<file path="src/rtl/pic_pkg.sv">
package pic_pkg;
  typedef enum logic [1:0] {
    ST_READY = 2'd0,
    ST_WBASE = 2'd1,
    ST_WCASC = 2'd2,
    ST_WMODE = 2'd3
  } init_st_t;

  localparam logic [2:0] OP_SPEC_EOI = 3'b011;
  localparam logic [2:0] OP_NS_EOI   = 3'b001;
endpackage

</file>
<file path="src/rtl/pic_pri_enc.sv">
module pic_pri_enc #(
  parameter int N = 8,
  parameter int W = $clog2(N)
) (
  input  logic [N-1:0] req,
  output logic         hit,
  output logic [W-1:0] idx
);
  always_comb begin
    hit = |req;
    idx = '0;
    for (int i = N - 1; i >= 0; i--) begin
      if (req[i]) idx = W'(i);
    end
  end
endmodule

</file>
<file path="src/rtl/pic_host_if.sv">
module pic_host_if
  import pic_pkg::*;
#(
  parameter int DATA_W = 8,
  parameter int LVL_W  = $clog2(DATA_W)
) (
  input  logic              clk,
  input  logic              rst,
  input  logic              cs_n,
  input  logic              wr_n,
  input  logic              a0,
  input  logic [DATA_W-1:0] din,
  output logic [DATA_W-1:0] mask_q,
  output logic [DATA_W-1:0] base_q,
  output logic [DATA_W-1:0] casc_q,
  output logic              single_q,
  output logic              aeoi_q,
  output logic              sel_isr_q,
  output logic              init_go,
  output logic              eoi_spec,
  output logic              eoi_ns,
  output logic [LVL_W-1:0]  eoi_lvl
);
  init_st_t st_q;
  logic     wr_q;
  logic     need_mode_q;
  logic     wr_fall;
  logic     ocw2;

  always_comb begin
    wr_fall  = wr_q & ~wr_n & ~cs_n;
    init_go  = wr_fall & ~a0 & din[4];
    ocw2     = wr_fall & ~a0 & ~din[4] & ~din[3];
    eoi_spec = ocw2 && (din[7:5] == OP_SPEC_EOI);
    eoi_ns   = ocw2 && (din[7:5] == OP_NS_EOI);
    eoi_lvl  = din[LVL_W-1:0];
  end

  always_ff @(posedge clk) begin
    if (rst) begin
      wr_q        <= 1'b1;
      st_q        <= ST_READY;
      mask_q      <= '0;
      base_q      <= '0;
      casc_q      <= '0;
      single_q    <= 1'b1;
      aeoi_q      <= 1'b0;
      sel_isr_q   <= 1'b0;
      need_mode_q <= 1'b0;
    end else begin
      wr_q <= wr_n;
      if (init_go) begin
        st_q        <= ST_WBASE;
        need_mode_q <= din[0];
        single_q    <= din[1];
        mask_q      <= '0;
        sel_isr_q   <= 1'b0;
        aeoi_q      <= 1'b0;
      end else if (wr_fall && !a0 && din[3]) begin
        if (din[1]) sel_isr_q <= din[0];
      end else if (wr_fall && a0) begin
        case (st_q)
          ST_WBASE: begin
            base_q <= din;
            if (!single_q)        st_q <= ST_WCASC;
            else if (need_mode_q) st_q <= ST_WMODE;
            else                  st_q <= ST_READY;
          end
          ST_WCASC: begin
            casc_q <= din;
            st_q   <= need_mode_q ? ST_WMODE : ST_READY;
          end
          ST_WMODE: begin
            aeoi_q <= din[1];
            st_q   <= ST_READY;
          end
          default: mask_q <= din;
        endcase
      end
    end
  end
endmodule

</file>
<file path="src/rtl/pic_core.sv">
module pic_core #(
  parameter int DATA_W = 8,
  parameter int LVL_W  = $clog2(DATA_W)
) (
  input  logic              clk,
  input  logic              rst,
  input  logic [DATA_W-1:0] irq_in,
  input  logic              inta_n,
  input  logic              is_master,
  input  logic [LVL_W-1:0]  cas_in,
  input  logic [DATA_W-1:0] mask_q,
  input  logic [DATA_W-1:0] base_q,
  input  logic [DATA_W-1:0] casc_q,
  input  logic              single_q,
  input  logic              aeoi_q,
  input  logic              init_go,
  input  logic              eoi_spec,
  input  logic              eoi_ns,
  input  logic [LVL_W-1:0]  eoi_lvl,
  output logic [DATA_W-1:0] irr_q,
  output logic [DATA_W-1:0] isr_q,
  output logic              int_q,
  output logic [LVL_W-1:0]  cas_out_q,
  output logic              cas_oe_q,
  output logic              inta_fall,
  output logic              vec_go,
  output logic [DATA_W-1:0] vec_val
);
  localparam logic [LVL_W-1:0] SPUR_LVL = LVL_W'(DATA_W - 1);

  logic [DATA_W-1:0] irq_q;
  logic              inta_q;
  logic              phase_q;
  logic [LVL_W-1:0]  lat_lvl_q;
  logic              lat_real_q;

  logic [DATA_W-1:0] pend;
  logic              p_hit, s_hit;
  logic [LVL_W-1:0]  p_idx, s_idx;
  logic              pend_ok, master_like, first, second, sel2;
  logic [DATA_W-1:0] irr_n, isr_n;

  assign pend = irr_q & ~mask_q;

  pic_pri_enc #(.N(DATA_W), .W(LVL_W)) u_enc_req (.req(pend),  .hit(p_hit), .idx(p_idx));
  pic_pri_enc #(.N(DATA_W), .W(LVL_W)) u_enc_srv (.req(isr_q), .hit(s_hit), .idx(s_idx));

  always_comb begin
    pend_ok     = p_hit && (!s_hit || (p_idx < s_idx));
    master_like = is_master | single_q;
    inta_fall   = inta_q & ~inta_n;
    first       = inta_fall & ~phase_q;
    second      = inta_fall & phase_q;
    if (master_like) sel2 = !(lat_real_q && !single_q && casc_q[lat_lvl_q]);
    else             sel2 = (cas_in == casc_q[LVL_W-1:0]);
    vec_go  = second & sel2;
    vec_val = base_q + DATA_W'(lat_lvl_q);
  end

  always_comb begin
    irr_n = (irr_q | (irq_in & ~irq_q)) & irq_in;
    isr_n = isr_q;
    if (first && master_like && pend_ok) begin
      isr_n[p_idx] = 1'b1;
      irr_n[p_idx] = 1'b0;
    end
    if (second && !master_like && sel2 && lat_real_q) begin
      irr_n[lat_lvl_q] = 1'b0;
      if (!aeoi_q) isr_n[lat_lvl_q] = 1'b1;
    end
    if (second && master_like && aeoi_q && lat_real_q) isr_n[lat_lvl_q] = 1'b0;
    if (eoi_spec) isr_n[eoi_lvl] = 1'b0;
    if (eoi_ns && s_hit) isr_n[s_idx] = 1'b0;
    if (init_go) begin
      irr_n = '0;
      isr_n = '0;
    end
  end

  always_ff @(posedge clk) begin
    if (rst) begin
      irq_q      <= '0;
      inta_q     <= 1'b1;
      phase_q    <= 1'b0;
      lat_lvl_q  <= '0;
      lat_real_q <= 1'b0;
      irr_q      <= '0;
      isr_q      <= '0;
      int_q      <= 1'b0;
      cas_out_q  <= '0;
      cas_oe_q   <= 1'b0;
    end else begin
      irq_q  <= irq_in;
      inta_q <= inta_n;
      irr_q  <= irr_n;
      isr_q  <= isr_n;
      int_q  <= pend_ok & ~init_go;
      if (first) begin
        phase_q    <= 1'b1;
        lat_lvl_q  <= pend_ok ? p_idx : SPUR_LVL;
        lat_real_q <= pend_ok;
        if (is_master && !single_q && pend_ok && casc_q[p_idx]) begin
          cas_out_q <= p_idx;
          cas_oe_q  <= 1'b1;
        end else begin
          cas_out_q <= '0;
          cas_oe_q  <= 1'b0;
        end
      end else if (second) begin
        phase_q <= 1'b0;
      end else if (!phase_q && inta_n) begin
        cas_out_q <= '0;
        cas_oe_q  <= 1'b0;
      end
    end
  end
endmodule

</file>
<file path="src/rtl/prio_irq_ctrl.sv">
module prio_irq_ctrl #(
  parameter int DATA_W = 8,
  parameter int LVL_W  = $clog2(DATA_W)
) (
  input  logic              clk,
  input  logic              rst,
  input  logic              cs_n,
  input  logic              rd_n,
  input  logic              wr_n,
  input  logic              a0,
  input  logic [DATA_W-1:0] din,
  output logic [DATA_W-1:0] dout,
  output logic              dout_oe,
  input  logic [DATA_W-1:0] irq_in,
  output logic              int_out,
  input  logic              inta_n,
  input  logic              is_master,
  input  logic [LVL_W-1:0]  cas_in,
  output logic [LVL_W-1:0]  cas_out,
  output logic              cas_oe
);
  logic [DATA_W-1:0] mask_q, base_q, casc_q, irr_q, isr_q, vec_val, rd_data;
  logic              single_q, aeoi_q, sel_isr_q, init_go, eoi_spec, eoi_ns;
  logic              inta_fall, vec_go, vhold_q;
  logic [LVL_W-1:0]  eoi_lvl;

  pic_host_if #(.DATA_W(DATA_W), .LVL_W(LVL_W)) u_host (
    .clk(clk), .rst(rst), .cs_n(cs_n), .wr_n(wr_n), .a0(a0), .din(din),
    .mask_q(mask_q), .base_q(base_q), .casc_q(casc_q), .single_q(single_q),
    .aeoi_q(aeoi_q), .sel_isr_q(sel_isr_q), .init_go(init_go),
    .eoi_spec(eoi_spec), .eoi_ns(eoi_ns), .eoi_lvl(eoi_lvl)
  );

  pic_core #(.DATA_W(DATA_W), .LVL_W(LVL_W)) u_core (
    .clk(clk), .rst(rst), .irq_in(irq_in), .inta_n(inta_n),
    .is_master(is_master), .cas_in(cas_in), .mask_q(mask_q), .base_q(base_q),
    .casc_q(casc_q), .single_q(single_q), .aeoi_q(aeoi_q), .init_go(init_go),
    .eoi_spec(eoi_spec), .eoi_ns(eoi_ns), .eoi_lvl(eoi_lvl),
    .irr_q(irr_q), .isr_q(isr_q), .int_q(int_out), .cas_out_q(cas_out),
    .cas_oe_q(cas_oe), .inta_fall(inta_fall), .vec_go(vec_go), .vec_val(vec_val)
  );

  assign rd_data = a0 ? mask_q : (sel_isr_q ? isr_q : irr_q);

  always_ff @(posedge clk) begin
    if (rst) begin
      dout    <= '0;
      dout_oe <= 1'b0;
      vhold_q <= 1'b0;
    end else if (vec_go) begin
      dout    <= vec_val;
      dout_oe <= 1'b1;
      vhold_q <= 1'b1;
    end else if (vhold_q && !inta_n) begin
      dout_oe <= 1'b1;
    end else if (!cs_n && !rd_n) begin
      dout    <= rd_data;
      dout_oe <= 1'b1;
      vhold_q <= 1'b0;
    end else begin
      dout_oe <= 1'b0;
      vhold_q <= 1'b0;
    end
  end
endmodule

</file>
<file path="config.mk">
export PLATFORM = sky130hd
export DESIGN_NAME = prio_irq_ctrl
export DESIGN_NICKNAME = d
export VERILOG_FILES = /design/src/rtl/pic_pkg.sv /design/src/rtl/pic_pri_enc.sv /design/src/rtl/pic_host_if.sv /design/src/rtl/pic_core.sv /design/src/rtl/prio_irq_ctrl.sv
export SDC_FILE = /design/constraint.sdc
export NUM_CORES = 1
export LEC_CHECK = 0
export ABC_CLOCK_PERIOD_IN_PS = 2100
export BUFFER_PORTS_ARGS = -buffer_cell sky130_fd_sc_hd__buf_4
export CORE_MARGIN = 2
export CORE_UTILIZATION = 25
export DETAILED_ROUTE_END_ITERATION = 6
export SYNTH_ARGS = -nofsm -noshare
export SYNTH_HDL_FRONTEND = slang
export SYNTH_HIERARCHICAL = 1
export SYNTH_SLANG_ARGS = --single-unit
</file>
<file path="constraint.sdc">
create_clock -name clk -period 2.1 [get_ports clk]
set_input_delay 0.42 -clock clk [delete_from_list [all_inputs] [get_ports clk]]
set_output_delay 0.42 -clock clk [all_outputs]
set_load 0.05 [all_outputs]
</file>
==> flow_summary.html, run 1 <==
<table>
<tr><th>Metric</th><th>Value</th></tr>
<tr><th colspan="2">Outcome</th></tr>
<tr><td>Status</td><td>finished, violations left</td></tr>
<tr><td>Violated checks</td><td>negative setup slack</td></tr>
<tr><th colspan="2">Timing</th></tr>
<tr><td>RSZ-0062 raised after global routing</td><td>true</td></tr>
<tr><td>Final worst path period need</td><td>2.234 ns</td></tr>
<tr><td>Minimum hold slack</td><td>0.3056 ns</td></tr>
<tr><td>Sum of negative setup slack</td><td>-1.759 ns</td></tr>
<tr><td>Worst slew margin relative to its limit</td><td>56.85%</td></tr>
<tr><td>Clock skew</td><td>0.008341 ns</td></tr>
<tr><td>Number of hold violations in the final report</td><td>0</td></tr>
<tr><td>Worst Slack Setup Final</td><td>-0.1335 ns</td></tr>
<tr><td>Worst Tran Pin Value</td><td>0.6456 ns</td></tr>
<tr><td>Share of the clock period used by the worst path</td><td>106.4%</td></tr>
<tr><td>Setup violators final</td><td>22</td></tr>
<tr><td>Count of pins over their slew limit</td><td>0</td></tr>
<tr><td>Achievable frequency</td><td>447.7 MHz</td></tr>
<tr><th colspan="2">CTS</th></tr>
<tr><td>Register clock-pin slew on the reported worst setup and hold paths</td><td>0.06 ns</td></tr>
<tr><td>Clock Latency Late Sink</td><td>0.34 ns</td></tr>
<tr><td>Total of hold buffers inserted after clock tree synthesis</td><td>0</td></tr>
<tr><td>Clock buffers created by TritonCTS</td><td>9</td></tr>
<tr><td>TritonCTS clock tree</td><td>yes</td></tr>
<tr><td>Root buffer selected by CTS</td><td>sky130_fd_sc_hd__clkbuf_16</td></tr>
<tr><td>Clk sinks</td><td>76</td></tr>
<tr><td>Number of buffers between clock root and the deepest sink</td><td>2</td></tr>
<tr><td># H-tree levels</td><td>3</td></tr>
<tr><th colspan="2">Floorplanning</th></tr>
<tr><td>Starting density of the core</td><td>25.24%</td></tr>
<tr><td>Count of pins on the block boundary</td><td>41</td></tr>
<tr><td>Die area</td><td>19,100 µm²</td></tr>
<tr><td>Site row count</td><td>49</td></tr>
<tr><td>Core footprint</td><td>17,840 µm²</td></tr>
<tr><td>Height of the die</td><td>138.2 µm</td></tr>
<tr><td>Horizontal extent of the die</td><td>138.2 µm</td></tr>
<tr><th colspan="2">Yosys</th></tr>
<tr><td>Post-synthesis instance area</td><td>4503 µm²</td></tr>
<tr><td>Post-synthesis cell type count</td><td>76</td></tr>
<tr><td>Instance count of the mapped netlist</td><td>518</td></tr>
<tr><td>Mux contribution to synthesized area</td><td>4.557%</td></tr>
<tr><td>Number of warning messages in the yosys log</td><td>6</td></tr>
<tr><td>Post-Synth Simple-Gate Area</td><td>24.84%</td></tr>
<tr><td>Flip-flop and latch count after synthesis</td><td>76</td></tr>
<tr><td>Synth Area in Compound Gates</td><td>26.15%</td></tr>
<tr><td>Post-synth EDFFs</td><td>0</td></tr>
<tr><td>Yosys top cell by area</td><td>sky130_fd_sc_hd__dfxtp_1</td></tr>
<tr><td>Post-synthesis average cell area</td><td>8.693 µm²</td></tr>
<tr><td>Adder and majority gate portion of the synthesized area</td><td>1.834%</td></tr>
<tr><td>Sequential area share after synthesis</td><td>33.79%</td></tr>
<tr><td>Most common flop cell mapped by yosys</td><td>sky130_fd_sc_hd__dfxtp_1</td></tr>
<tr><td>Most used standard cells in the synthesized netlist</td><td>sky130_fd_sc_hd__dfxtp_1, sky130_fd_sc_hd__a21oi_1, sky130_fd_sc_hd__o21ai_0</td></tr>
<tr><td>Library cell with the highest instance count after synthesis</td><td>sky130_fd_sc_hd__dfxtp_1</td></tr>
<tr><td>Ys async rst share</td><td>0%</td></tr>
<tr><td>Syn Nets</td><td>551</td></tr>
<tr><td>Portion of synthesized cell area occupied by the leading cell type</td><td>33.79%</td></tr>
<tr><td>Dominant combinational cell family by area after synthesis</td><td>compound AO/OA/AOI/OAI gates</td></tr>
<tr><td>Xor/xnor cell area share of the yosys netlist</td><td>1.945%</td></tr>
<tr><td>Top post-synthesis cells by area</td><td>sky130_fd_sc_hd__dfxtp_1, sky130_fd_sc_hd__a21oi_1, sky130_fd_sc_hd__o21ai_0, sky130_fd_sc_hd__nand3_1, sky130_fd_sc_hd__nor2b_1</td></tr>
<tr><th colspan="2">Finish</th></tr>
<tr><td>Core occupancy in the finished layout</td><td>34.89%</td></tr>
<tr><td>Final instance area</td><td>6225 µm²</td></tr>
<tr><td>Area growth, synth to finish</td><td>38.23%</td></tr>
<tr><td>Net count reported at finish</td><td>649</td></tr>
<tr><td>Number of fill cells in the layout</td><td>1,778</td></tr>
<tr><td>Antenna diodes</td><td>0</td></tr>
<tr><td>Layout cells sized above 1</td><td>39.29%</td></tr>
<tr><th colspan="2">GRT</th></tr>
<tr><td>Overall fraction of global-route tracks in use</td><td>15.08%</td></tr>
<tr><td>Number of global-route vias before repair</td><td>4,147</td></tr>
<tr><td>Initial antenna violation count</td><td>0</td></tr>
<tr><td>Largest net degree at the start of global routing</td><td>43</td></tr>
<tr><td>Aggregate global routing overflow</td><td>0</td></tr>
<tr><td>First-pass GRT wire length</td><td>22.78 mm</td></tr>
<tr><th colspan="2">Power and ir drop</th></tr>
<tr><td>Highest ir drop seen on vdd</td><td>395.4 µV</td></tr>
<tr><td>Total power</td><td>4558 µW</td></tr>
<tr><td>Total power density per cell area</td><td>732.2 nW/µm²</td></tr>
<tr><td>Leakage power of the design</td><td>0.002301 µW</td></tr>
<tr><th colspan="2">Critical path</th></tr>
<tr><td>Crit Path Class</td><td>reg2reg</td></tr>
<tr><td>Worst endpoint data arrival time</td><td>2.47 ns</td></tr>
<tr><td>Worst Setup Start Kind</td><td>flop</td></tr>
<tr><td>Worst path required time</td><td>2.33 ns</td></tr>
<tr><td>List of cells traversed by the critical path</td><td>inv_2, nor2_4, nor4_4, and3b_2, ha_4, nor3b_4, o21a_4, buf_4, o2111ai_4, and4_1</td></tr>
<tr><td>Crit-path max FO</td><td>7</td></tr>
<tr><td>Max stage delay on crit path</td><td>0.32 ns</td></tr>
<tr><td>Slowest cell on the critical path</td><td>sky130_fd_sc_hd__dfxtp_2</td></tr>
<tr><td>Worst Setup End Kind</td><td>flop</td></tr>
<tr><th colspan="2">Routing</th></tr>
<tr><td>Routed WL per cell</td><td>17.39 µm</td></tr>
<tr><td>DRC violation total after the first TritonRoute iteration</td><td>399</td></tr>
<tr><td>Final ANT Viol Nets</td><td>0</td></tr>
<tr><td>Drt total wl</td><td>14.78 mm</td></tr>
<tr><td>Average via count per standard cell</td><td>5.164</td></tr>
<tr><td>Vias</td><td>4,389</td></tr>
<tr><td>First drt pass iteration count</td><td>5</td></tr>
<tr><td>DRC Markers</td><td>0</td></tr>
<tr><th colspan="2">Place</th></tr>
<tr><td>Final weighted congestion of routability-driven global placement</td><td>0.8974</td></tr>
<tr><td>Total cell area at the placement stage</td><td>5487 µm²</td></tr>
<tr><td>Number of input and output port buffers inserted</td><td>40</td></tr>
<tr><td>Hpwl dp</td><td>10.70 mm</td></tr>
<tr><th colspan="2">Worst hold path</th></tr>
<tr><td>Class of the most critical hold timing path</td><td>in2reg</td></tr>
<tr><th colspan="2">Run</th></tr>
<tr><td>Max-cap violations</td><td>0</td></tr>
</table>
per-layer routing:
metal	GRT usage, %	part of all wire, %	wire (µm)
met1	20.89	47	6910
met2	22.90	44	6530
met3	1.870	5.3	782
met4	8.110	3.8	560
met5	0	0	0
timing repair:
action,in CTS,in global routing
endpoints found under the setup margin,32,31
gates resized for setup,38,38
setup buffers,5,4
pin swaps,13,19
cell type report:
class	instances	area, µm²	share of cell area, %
Inverter	24	90.09	1.447
Tap cell	229	286.5	4.603
Timing Repair Buffer	124	1005	16.14
Clock buffer	12	256.5	4.121
Multi-Input combinational cell	381	2955	47.48
Clock inverter	4	95.09	1.528
Sequential cell	76	1536	24.68
path summary, 6_finish.rpt:
kind,slack [ns],end,depth (start not counted),start
setup / recovery,-0.13,u_core/irr_q[6]$_SDFF_PP0_,10,u_core/irr_q[4]$_SDFF_PP0_
hold / removal,0.31,u_core/irq_q[2]$_SDFF_PP0_,2,irq_in[2]
setup reg to reg,-0.13,u_core/irr_q[6]$_SDFF_PP0_,10,u_core/irr_q[4]$_SDFF_PP0_
hold reg to reg,0.48,u_core/cas_out_q[1]$_SDFFE_PP0P_,2,u_core/cas_out_q[1]$_SDFFE_PP0P_
through the flow:
stage	instances	setup WS, ns
finish	850	-0.1335
floorplan	518	0.01109
CTS	846	-0.09741
detailed placement	825	-0.2300
global placement	825	-0.2041
global route	850	-0.2229
logic make-up after synthesis:
kind of cell	after synthesis
compound gates	168
mux	13
flops	76
xor+xnor	10
fa+ha+maj	6
buf+inv	61
simple gates	184
sequential cells by signal, indices dropped and copies added, names as in the netlist, 3 cells and up:
register / flops
u_core/irq_q: 8
u_host/base_q: 8
u_core/irr_q: 8
u_core/isr_q: 8
dout: 8
u_host/mask_q: 8
u_core/lat_lvl_q: 3
u_host/casc_q: 8
u_core/cas_out_q: 3
cell usage in the layout, fill, tap and decap left out, types with 7 or more instances in the layout:
cell	synthesis	layout
sky130_fd_sc_hd__a211oi_1	11	11
sky130_fd_sc_hd__a21oi_1	52	48
sky130_fd_sc_hd__a311oi_2	8	8
sky130_fd_sc_hd__a31oi_1	15	14
sky130_fd_sc_hd__and4_1	7	7
sky130_fd_sc_hd__buf_4	8	116
sky130_fd_sc_hd__clkbuf_16	0	9
sky130_fd_sc_hd__dfxtp_1	76	68
sky130_fd_sc_hd__inv_1	23	20
sky130_fd_sc_hd__mux2_4	7	7
sky130_fd_sc_hd__nand2_1	28	28
sky130_fd_sc_hd__nand2b_1	12	12
sky130_fd_sc_hd__nand3_1	30	30
sky130_fd_sc_hd__nand4_1	8	8
sky130_fd_sc_hd__nor2_1	29	18
sky130_fd_sc_hd__nor2_2	2	8
sky130_fd_sc_hd__nor2b_1	23	23
sky130_fd_sc_hd__o211ai_2	8	8
sky130_fd_sc_hd__o21ai_0	32	29
where the power goes:
part	internal, µW	switching [µW]	total (µW)
sequential	1510	52.3	1560
combinational	505	644	1150
clock	1220	621	1850
worst max-delay path: cells and delay by family, from the launching register on:
family	cells	cell delay, ns
buf+inv	2	0.22
flops	1	0.32
simple gates	5	1.04
fa+ha+maj	1	0.18
compound gates	2	0.36
Note: power is estimated with default switching activity, not from simulation.
==> run 2, diff against run 1 <==
--- a/config.mk
+++ b/config.mk
@@ -7,7 +7,6 @@
 export LEC_CHECK = 0
 export ABC_CLOCK_PERIOD_IN_PS = 2100
 export BUFFER_PORTS_ARGS = -buffer_cell sky130_fd_sc_hd__buf_4
-export CORE_MARGIN = 2
 export CORE_UTILIZATION = 25
 export DETAILED_ROUTE_END_ITERATION = 6
 export SYNTH_ARGS = -nofsm -noshare
==> run 2 against run 1 <==
Highest routed layer unchanged; cell count fell by 0.59%; sequential power barely moved; non-clock buffer count fell by 2; the flow still finishes with violations (negative setup slack); clock-buffer cell count rose by 1.
==> flow_summary.html, run 2 (synthesized netlist as in run 1, its figures left out) <==
<table>
<tr><th>Metric</th><th>Value</th></tr>
<tr><th colspan="2">Floorplanning</th></tr>
<tr><td>Die area</td><td>18,550 µm² (-2.9%)</td></tr>
<tr><td>Height of the die</td><td>136.2 µm (-1.4%)</td></tr>
<tr><td>Starting density of the core</td><td>25.85% (+0.61 points)</td></tr>
<tr><td>Core footprint</td><td>17,420 µm² (-2.4%)</td></tr>
<tr><td>Site row count</td><td>48 (-2.0%)</td></tr>
<tr><td>Horizontal extent of the die</td><td>136.2 µm (-1.4%)</td></tr>
<tr><td>Count of pins on the block boundary</td><td>41 (unchanged)</td></tr>
<tr><th colspan="2">GRT</th></tr>
<tr><td>Largest net degree at the start of global routing</td><td>29 (-33%)</td></tr>
<tr><td>Number of global-route vias before repair</td><td>4,121 (-0.63%)</td></tr>
<tr><td>Initial antenna violation count</td><td>0 (unchanged)</td></tr>
<tr><td>Overall fraction of global-route tracks in use</td><td>16.69% (+1.6 points)</td></tr>
<tr><td>First-pass GRT wire length</td><td>23.14 mm (+1.5%)</td></tr>
<tr><td>Aggregate global routing overflow</td><td>0 (unchanged)</td></tr>
<tr><th colspan="2">Outcome</th></tr>
<tr><td>Violated checks</td><td>negative setup slack</td></tr>
<tr><td>Status</td><td>finished, violations left</td></tr>
<tr><th colspan="2">Worst hold path</th></tr>
<tr><td>Class of the most critical hold timing path</td><td>in2reg</td></tr>
<tr><th colspan="2">Routing</th></tr>
<tr><td>First drt pass iteration count</td><td>4 (-1)</td></tr>
<tr><td>Routed WL per cell</td><td>17.41 µm (+0.10%)</td></tr>
<tr><td>Final ANT Viol Nets</td><td>0 (unchanged)</td></tr>
<tr><td>Vias</td><td>4,245 (-3.3%)</td></tr>
<tr><td>DRC violation total after the first TritonRoute iteration</td><td>291 (-27%)</td></tr>
<tr><td>Average via count per standard cell</td><td>5.024 (-2.7%)</td></tr>
<tr><td>Drt total wl</td><td>14.71 mm (-0.49%)</td></tr>
<tr><td>DRC Markers</td><td>0 (unchanged)</td></tr>
<tr><th colspan="2">Timing</th></tr>
<tr><td>Count of pins over their slew limit</td><td>0 (unchanged)</td></tr>
<tr><td>Worst Tran Pin Value</td><td>0.6062 ns (-0.03937 ns)</td></tr>
<tr><td>Number of hold violations in the final report</td><td>0 (unchanged)</td></tr>
<tr><td>Share of the clock period used by the worst path</td><td>103.9% (-2.5 points)</td></tr>
<tr><td>Clock skew</td><td>0.007900 ns (-0.0004411 ns)</td></tr>
<tr><td>Worst slew margin relative to its limit</td><td>59.48% (+2.6 points)</td></tr>
<tr><td>Setup violators final</td><td>10 (-55%)</td></tr>
<tr><td>Worst Slack Setup Final</td><td>-0.08117 ns (+0.05236 ns)</td></tr>
<tr><td>RSZ-0062 raised after global routing</td><td>true</td></tr>
<tr><td>Final worst path period need</td><td>2.181 ns (-0.05236 ns)</td></tr>
<tr><td>Sum of negative setup slack</td><td>-0.2780 ns (+1.481 ns)</td></tr>
<tr><td>Minimum hold slack</td><td>0.2940 ns (-0.01168 ns)</td></tr>
<tr><td>Achievable frequency</td><td>458.5 MHz (+2.4%)</td></tr>
<tr><th colspan="2">Finish</th></tr>
<tr><td>Antenna diodes</td><td>0 (unchanged)</td></tr>
<tr><td>Net count reported at finish</td><td>648 (-0.15%)</td></tr>
<tr><td>Leading cell types in the layout, fill and taps excluded</td><td>sky130_fd_sc_hd__buf_4, sky130_fd_sc_hd__dfxtp_1, sky130_fd_sc_hd__a21oi_1</td></tr>
<tr><td>Area growth, synth to finish</td><td>37.76%</td></tr>
<tr><td>Number of fill cells in the layout</td><td>1,798 (+1.1%)</td></tr>
<tr><td>Most common library cell in the layout ignoring fill and taps</td><td>sky130_fd_sc_hd__buf_4</td></tr>
<tr><td>Layout cells sized above 1</td><td>38.87% (-0.42 points)</td></tr>
<tr><th colspan="2">CTS</th></tr>
<tr><td>Root buffer selected by CTS</td><td>sky130_fd_sc_hd__clkbuf_16</td></tr>
<tr><td>Total of hold buffers inserted after clock tree synthesis</td><td>0 (unchanged)</td></tr>
<tr><td>Number of buffers between clock root and the deepest sink</td><td>2 (unchanged)</td></tr>
<tr><td>Clock buffers created by TritonCTS</td><td>9 (unchanged)</td></tr>
<tr><td>Clk sinks</td><td>76 (unchanged)</td></tr>
<tr><td># H-tree levels</td><td>3 (unchanged)</td></tr>
<tr><td>TritonCTS clock tree</td><td>yes</td></tr>
<tr><td>Register clock-pin slew on the reported worst setup and hold paths</td><td>0.06 ns (about the same)</td></tr>
<tr><td>Clock Latency Late Sink</td><td>0.35 ns (about the same)</td></tr>
<tr><th colspan="2">Power and ir drop</th></tr>
<tr><td>Total power density per cell area</td><td>695.6 nW/µm² (-5.0%)</td></tr>
<tr><td>Switching power as a share of total power</td><td>30.39% (+1.5 points)</td></tr>
<tr><td>Highest ir drop seen on vdd</td><td>386.0 µV (-2.4%)</td></tr>
<tr><td>Total internal power</td><td>3004 µW (-7.3%)</td></tr>
<tr><td>Psw</td><td>1311 µW (-0.47%)</td></tr>
<tr><td>Clock network fraction of design power</td><td>38.2% (-2.3 points)</td></tr>
<tr><td>Total power</td><td>4315 µW (-5.3%)</td></tr>
<tr><td>Leakage power of the design</td><td>0.002297 µW (-0.19%)</td></tr>
<tr><td>Sequential share of power</td><td>36.2% (+1.9 points)</td></tr>
<tr><td>Part of the power in combinational logic</td><td>25.6% (+0.4 points)</td></tr>
<tr><th colspan="2">Run</th></tr>
<tr><td>Max-cap violations</td><td>0 (unchanged)</td></tr>
<tr><th colspan="2">Place</th></tr>
<tr><td>Setup slack after placement</td><td>-0.1937 ns (+0.03632 ns)</td></tr>
<tr><td>Final weighted congestion of routability-driven global placement</td><td>0.9083 (+1.2%)</td></tr>
<tr><td>Number of input and output port buffers inserted</td><td>40 (unchanged)</td></tr>
<tr><td>Hpwl dp</td><td>10.83 mm (+1.2%)</td></tr>
<tr><th colspan="2">Critical path</th></tr>
<tr><td>Worst path required time</td><td>2.34 ns (about the same)</td></tr>
<tr><td>Worst Setup Start Kind</td><td>flop</td></tr>
<tr><td>List of cells traversed by the critical path</td><td>inv_2, nor2_4, nor4_4, and3b_2, ha_4, o21ai_4, nand2_2, a2111o_1, o311a_1</td></tr>
<tr><td>Worst endpoint data arrival time</td><td>2.42 ns (-0.05 ns)</td></tr>
<tr><td>Crit-path max FO</td><td>3 (-4)</td></tr>
<tr><td>Max stage delay on crit path</td><td>0.45 ns (+0.13 ns)</td></tr>
<tr><td>Slowest cell on the critical path</td><td>sky130_fd_sc_hd__a2111o_1</td></tr>
<tr><td>Worst Setup End Kind</td><td>flop</td></tr>
<tr><td>Crit Path Class</td><td>reg2reg</td></tr>
</table>
==> run 2: per-layer routing <==
metal | vias to the layer above | GRT usage (%) | routed length [µm]
li1 | 2133 | - | -
met3 | 25 | 3.915 | 917
met1 | 1992 | 21.60 | 6635
met4 | 0 | 7.469 | 377
met2 | 95 | 26.17 | 6782
met5 | - | 0 | 0
==> run 2: worst max-delay path, delay by kind of cell, from the launching register on <==
family / cells / cell delay (ns)
flops: 1 / 0.32
fa+ha+maj: 1 / 0.25
compound gates: 3 / 0.74
buf+inv: 1 / 0.07
simple gates: 4 / 0.67
==> run 2: repair_timing <==
action	in CTS	in global routing
pin swaps	12	25
endpoints found under the setup margin	34	35
gates resized for setup	36	48
setup buffers	5	1
cloned	2	2
==> run 2: final timing paths <==
path	to	cells past startpoint	from	slack (ns)
worst max-delay path	u_core/irr_q[4]$_SDFF_PP0_	9	u_core/irr_q[6]$_SDFF_PP0_	-0.08
worst min-delay path	u_core/irq_q[2]$_SDFF_PP0_	2	irq_in[2]	0.29
worst max register to register	u_core/irr_q[4]$_SDFF_PP0_	9	u_core/irr_q[6]$_SDFF_PP0_	-0.08
worst min register to register	u_core/cas_out_q[0]$_SDFFE_PP0P_	2	u_core/cas_out_q[0]$_SDFFE_PP0P_	0.48
==> run 2: power groups by stage <==
stage	sequential, µW	clock, µW	combinational, µW
after detailed placement	1590	0	917
after global routing	1570	1730	1180
after global placement	1590	0	918
final	1560	1650	1110
after floorplan	1650	0	489
after CTS	1560	1680	1010
==> run 2: through the flow <==
stage	util [%]	instances	instance area (µm²)
after floorplan	-	518	4517
after global placement	31.44	822	5477
after detailed placement	31.44	822	5477
after CTS	34.60	845	6026
after global routing	35.62	845	6203
final	35.62	845	6203
==> run 2: cell type report <==
cell class                      count  area (µm²)  share of cell area, %
Multi-Input combinational cell    381        2957                  47.66
Sequential cell                    76        1533                  24.71
Timing Repair Buffer              122        1007                  16.24
Tap cell                          225       281.5                  4.538
Clock buffer                       13       270.3                  4.357
Inverter                           24       102.6                  1.654
Clock inverter                      3       43.79                 0.7059
Timing Repair inverter              1       8.758                 0.1412
==> run 3, diff against run 2 <==
--- a/config.mk
+++ b/config.mk
@@ -8,6 +8,7 @@
 export ABC_CLOCK_PERIOD_IN_PS = 2100
 export BUFFER_PORTS_ARGS = -buffer_cell sky130_fd_sc_hd__buf_4
 export CORE_UTILIZATION = 25
+export CTS_BUF_LIST = sky130_fd_sc_hd__clkbuf_8 sky130_fd_sc_hd__clkbuf_16
 export DETAILED_ROUTE_END_ITERATION = 6
 export SYNTH_ARGS = -nofsm -noshare
 export SYNTH_HDL_FRONTEND = slang
==> run 3 against run 2 <==
The flow still finishes with violations (negative setup slack); cell count unchanged; setup slack better by 0.0084 ns; global-route usage stayed put; clock-buffer cell count decreased by 1; clock power barely moved; largest cell class unchanged; largest power group unchanged; highest routed layer unchanged.
==> flow_summary.html, run 3 (synthesized netlist as in run 1, its figures left out) <==
<table>
<tr><th>Metric</th><th>Value</th></tr>
<tr><th colspan="2">Outcome</th></tr>
<tr><td>Status</td><td>finished, violations left</td></tr>
<tr><td>Violated checks</td><td>negative setup slack</td></tr>
<tr><th colspan="2">Timing</th></tr>
<tr><td>Worst Tran Pin Value</td><td>0.6062 ns (unchanged)</td></tr>
<tr><td>Number of hold violations in the final report</td><td>0 (unchanged)</td></tr>
<tr><td>Worst Slack Setup Final</td><td>-0.07279 ns (+0.008385 ns)</td></tr>
<tr><td>Setup violators final</td><td>9 (-1)</td></tr>
<tr><td>Share of the clock period used by the worst path</td><td>103.5% (-0.40 points)</td></tr>
<tr><td>Count of pins over their slew limit</td><td>0 (unchanged)</td></tr>
<tr><td>Final worst path period need</td><td>2.173 ns (-0.008386 ns)</td></tr>
<tr><td>Clock skew</td><td>0.007900 ns (-0.0000001600 ns)</td></tr>
<tr><td>Achievable frequency</td><td>460.2 MHz (+0.39%)</td></tr>
<tr><td>Sum of negative setup slack</td><td>-0.2434 ns (+0.03461 ns)</td></tr>
<tr><td>RSZ-0062 raised after global routing</td><td>true</td></tr>
<tr><td>Worst slew margin relative to its limit</td><td>59.48% (unchanged)</td></tr>
<tr><th colspan="2">GRT</th></tr>
<tr><td>Largest net degree at the start of global routing</td><td>29 (unchanged)</td></tr>
<tr><td>Aggregate global routing overflow</td><td>0 (unchanged)</td></tr>
<tr><td>Number of global-route vias before repair</td><td>4,121 (unchanged)</td></tr>
<tr><td>First-pass GRT wire length</td><td>23.14 mm (unchanged)</td></tr>
<tr><td>Initial antenna violation count</td><td>0 (unchanged)</td></tr>
<tr><td>Overall fraction of global-route tracks in use</td><td>16.69% (unchanged)</td></tr>
<tr><th colspan="2">CTS</th></tr>
<tr><td>Root buffer selected by CTS</td><td>sky130_fd_sc_hd__clkbuf_16</td></tr>
<tr><td>Clk sinks</td><td>76 (unchanged)</td></tr>
<tr><td># H-tree levels</td><td>3 (unchanged)</td></tr>
<tr><td>Register clock-pin slew on the reported worst setup and hold paths</td><td>0.06 ns (about the same)</td></tr>
<tr><td>Total of hold buffers inserted after clock tree synthesis</td><td>0 (unchanged)</td></tr>
<tr><td>Clock buffers created by TritonCTS</td><td>9 (unchanged)</td></tr>
<tr><td>Number of buffers between clock root and the deepest sink</td><td>2 (unchanged)</td></tr>
<tr><td>Clock Latency Late Sink</td><td>0.35 ns (about the same)</td></tr>
<tr><td>TritonCTS clock tree</td><td>yes</td></tr>
<tr><th colspan="2">Finish</th></tr>
<tr><td>Antenna diodes</td><td>0 (unchanged)</td></tr>
<tr><td>Area growth, synth to finish</td><td>37.76% (unchanged)</td></tr>
<tr><td>Layout cells sized above 1</td><td>38.87% (unchanged)</td></tr>
<tr><td>Net count reported at finish</td><td>648 (unchanged)</td></tr>
<tr><td>Leading cell types in the layout, fill and taps excluded</td><td>sky130_fd_sc_hd__buf_4, sky130_fd_sc_hd__dfxtp_1, sky130_fd_sc_hd__a21oi_1</td></tr>
<tr><td>Core occupancy in the finished layout</td><td>35.62% (unchanged)</td></tr>
<tr><td>Most common library cell in the layout ignoring fill and taps</td><td>sky130_fd_sc_hd__buf_4</td></tr>
<tr><td>Number of fill cells in the layout</td><td>1,798 (unchanged)</td></tr>
<tr><th colspan="2">Critical path</th></tr>
<tr><td>Slowest cell on the critical path</td><td>sky130_fd_sc_hd__a2111o_1</td></tr>
<tr><td>Worst endpoint data arrival time</td><td>2.41 ns (about the same)</td></tr>
<tr><td>Max stage delay on crit path</td><td>0.45 ns (about the same)</td></tr>
<tr><td>Crit Path Class</td><td>reg2reg</td></tr>
<tr><td>Worst Setup Start Kind</td><td>flop</td></tr>
<tr><td>Buffers and inverters on the worst path</td><td>1 (unchanged)</td></tr>
<tr><td>Worst path required time</td><td>2.34 ns (about the same)</td></tr>
<tr><td>Crit-path max FO</td><td>3 (unchanged)</td></tr>
<tr><td>List of cells traversed by the critical path</td><td>inv_2, nor2_4, nor4_4, and3b_2, ha_4, o21ai_4, nand2_2, a2111o_1, o311a_1</td></tr>
<tr><td>Category of cells accounting for the largest share of critical-path delay</td><td>compound AO/OA/AOI/OAI gates</td></tr>
<tr><td>Worst Setup End Kind</td><td>flop</td></tr>
<tr><th colspan="2">Place</th></tr>
<tr><td>Final weighted congestion of routability-driven global placement</td><td>0.9083 (unchanged)</td></tr>
<tr><td>Hpwl dp</td><td>10.83 mm (unchanged)</td></tr>
<tr><td>Number of input and output port buffers inserted</td><td>40 (unchanged)</td></tr>
<tr><th colspan="2">Power and ir drop</th></tr>
<tr><td>Leakage power of the design</td><td>0.002301 µW (+0.18%)</td></tr>
<tr><td>Highest ir drop seen on vdd</td><td>386.0 µV (about the same)</td></tr>
<tr><td>Total power</td><td>4311 µW (about the same)</td></tr>
<tr><td>Total power density per cell area</td><td>694.9 nW/µm² (about the same)</td></tr>
<tr><td>Sequential share of power</td><td>36.2% (about the same)</td></tr>
<tr><td>Psw</td><td>1312 µW (about the same)</td></tr>
<tr><td>Switching power as a share of total power</td><td>30.44% (+0.045 points)</td></tr>
<tr><td>Part of the power in combinational logic</td><td>25.6% (about the same)</td></tr>
<tr><td>Clock network fraction of design power</td><td>38.1% (about the same)</td></tr>
<tr><td>Total internal power</td><td>2999 µW (-0.16%)</td></tr>
<tr><th colspan="2">Routing</th></tr>
<tr><td>First drt pass iteration count</td><td>4 (unchanged)</td></tr>
<tr><td>Routed WL per cell</td><td>17.41 µm (about the same)</td></tr>
<tr><td>DRC violation total after the first TritonRoute iteration</td><td>291 (unchanged)</td></tr>
<tr><td>Average via count per standard cell</td><td>5.018 (-0.12%)</td></tr>
<tr><td>Final ANT Viol Nets</td><td>0 (unchanged)</td></tr>
<tr><td>Vias</td><td>4,240 (-0.12%)</td></tr>
<tr><td>DRC Markers</td><td>0 (unchanged)</td></tr>
<tr><td>Drt total wl</td><td>14.71 mm (about the same)</td></tr>
<tr><th colspan="2">Run</th></tr>
<tr><td>Max-cap violations</td><td>0 (unchanged)</td></tr>
<tr><th colspan="2">Worst hold path</th></tr>
<tr><td>Class of the most critical hold timing path</td><td>in2reg</td></tr>
<tr><th colspan="2">Floorplanning</th></tr>
<tr><td>Starting density of the core</td><td>25.85% (unchanged)</td></tr>
<tr><td>Horizontal extent of the die</td><td>136.2 µm (unchanged)</td></tr>
<tr><td>Site row count</td><td>48 (unchanged)</td></tr>
<tr><td>Core footprint</td><td>17,420 µm² (unchanged)</td></tr>
<tr><td>Height of the die</td><td>136.2 µm (unchanged)</td></tr>
<tr><td>Die area</td><td>18,550 µm² (unchanged)</td></tr>
<tr><td>Count of pins on the block boundary</td><td>41 (unchanged)</td></tr>
</table>
## run 3: worst paths after layout
| check | startpoint | to | slack (ns) | depth (start not counted) |
|---|---|---|---|---|
| setup / recovery | u_core/irr_q[6]$_SDFF_PP0_ | u_core/irr_q[4]$_SDFF_PP0_ | -0.07 | 9 |
| hold / removal | irq_in[2] | u_core/irq_q[2]$_SDFF_PP0_ | 0.29 | 2 |
| setup reg to reg | u_core/irr_q[6]$_SDFF_PP0_ | u_core/irr_q[4]$_SDFF_PP0_ | -0.07 | 9 |
| hold reg to reg | u_core/cas_out_q[0]$_SDFFE_PP0P_ | u_core/cas_out_q[0]$_SDFFE_PP0P_ | 0.48 | 2 |
## run 3: stage by stage
stage	setup slack [ns]	std cells	hold WS, ns	area, µm²
final	-0.07279	845	0.2940	6203
after global routing	-0.1776	845	0.2851	6203
after CTS	-0.09386	845	0.2821	6026
after detailed placement	-0.1937	822	0.4518	5477
after global placement	-0.1705	822	0.4623	5477
after floorplan	0.01109	518	0.4581	4517
## run 3: layout make-up
type | count | area (µm²) | share of cell area [%]
multi-input cells | 381 | 2957 | 47.66
flip-flops and latches | 76 | 1533 | 24.71
repair buffers | 122 | 1007 | 16.24
well taps | 225 | 281.5 | 4.538
clock buffers | 12 | 266.5 | 4.296
inverters | 24 | 102.6 | 1.654
clock inverters | 4 | 47.55 | 0.7664
repair inverters | 1 | 8.758 | 0.1412
## run 3: power by group through the flow
stage,combinational (µW),clock [µW],sequential (µW)
finish,1110,1640,1560
global route,1180,1730,1570
detailed placement,917,0,1590
floorplan,489,0,1650
CTS,1010,1680,1560
global placement,918,0,1590
## run 3: routing by layer
metal,track usage [%],share of wire (%)
met4,7.469,2.6
met1,21.60,45
met5,0,0
met2,26.17,46
met3,3.915,6.2
## run 3: repair_timing
action | 4_1_cts | 5_1_grt
setup endpoints to repair | 34 | 35
cloned | 2 | 2
gates resized for setup | 36 | 48
pin swaps | 12 | 25
buffers inserted | 5 | 1
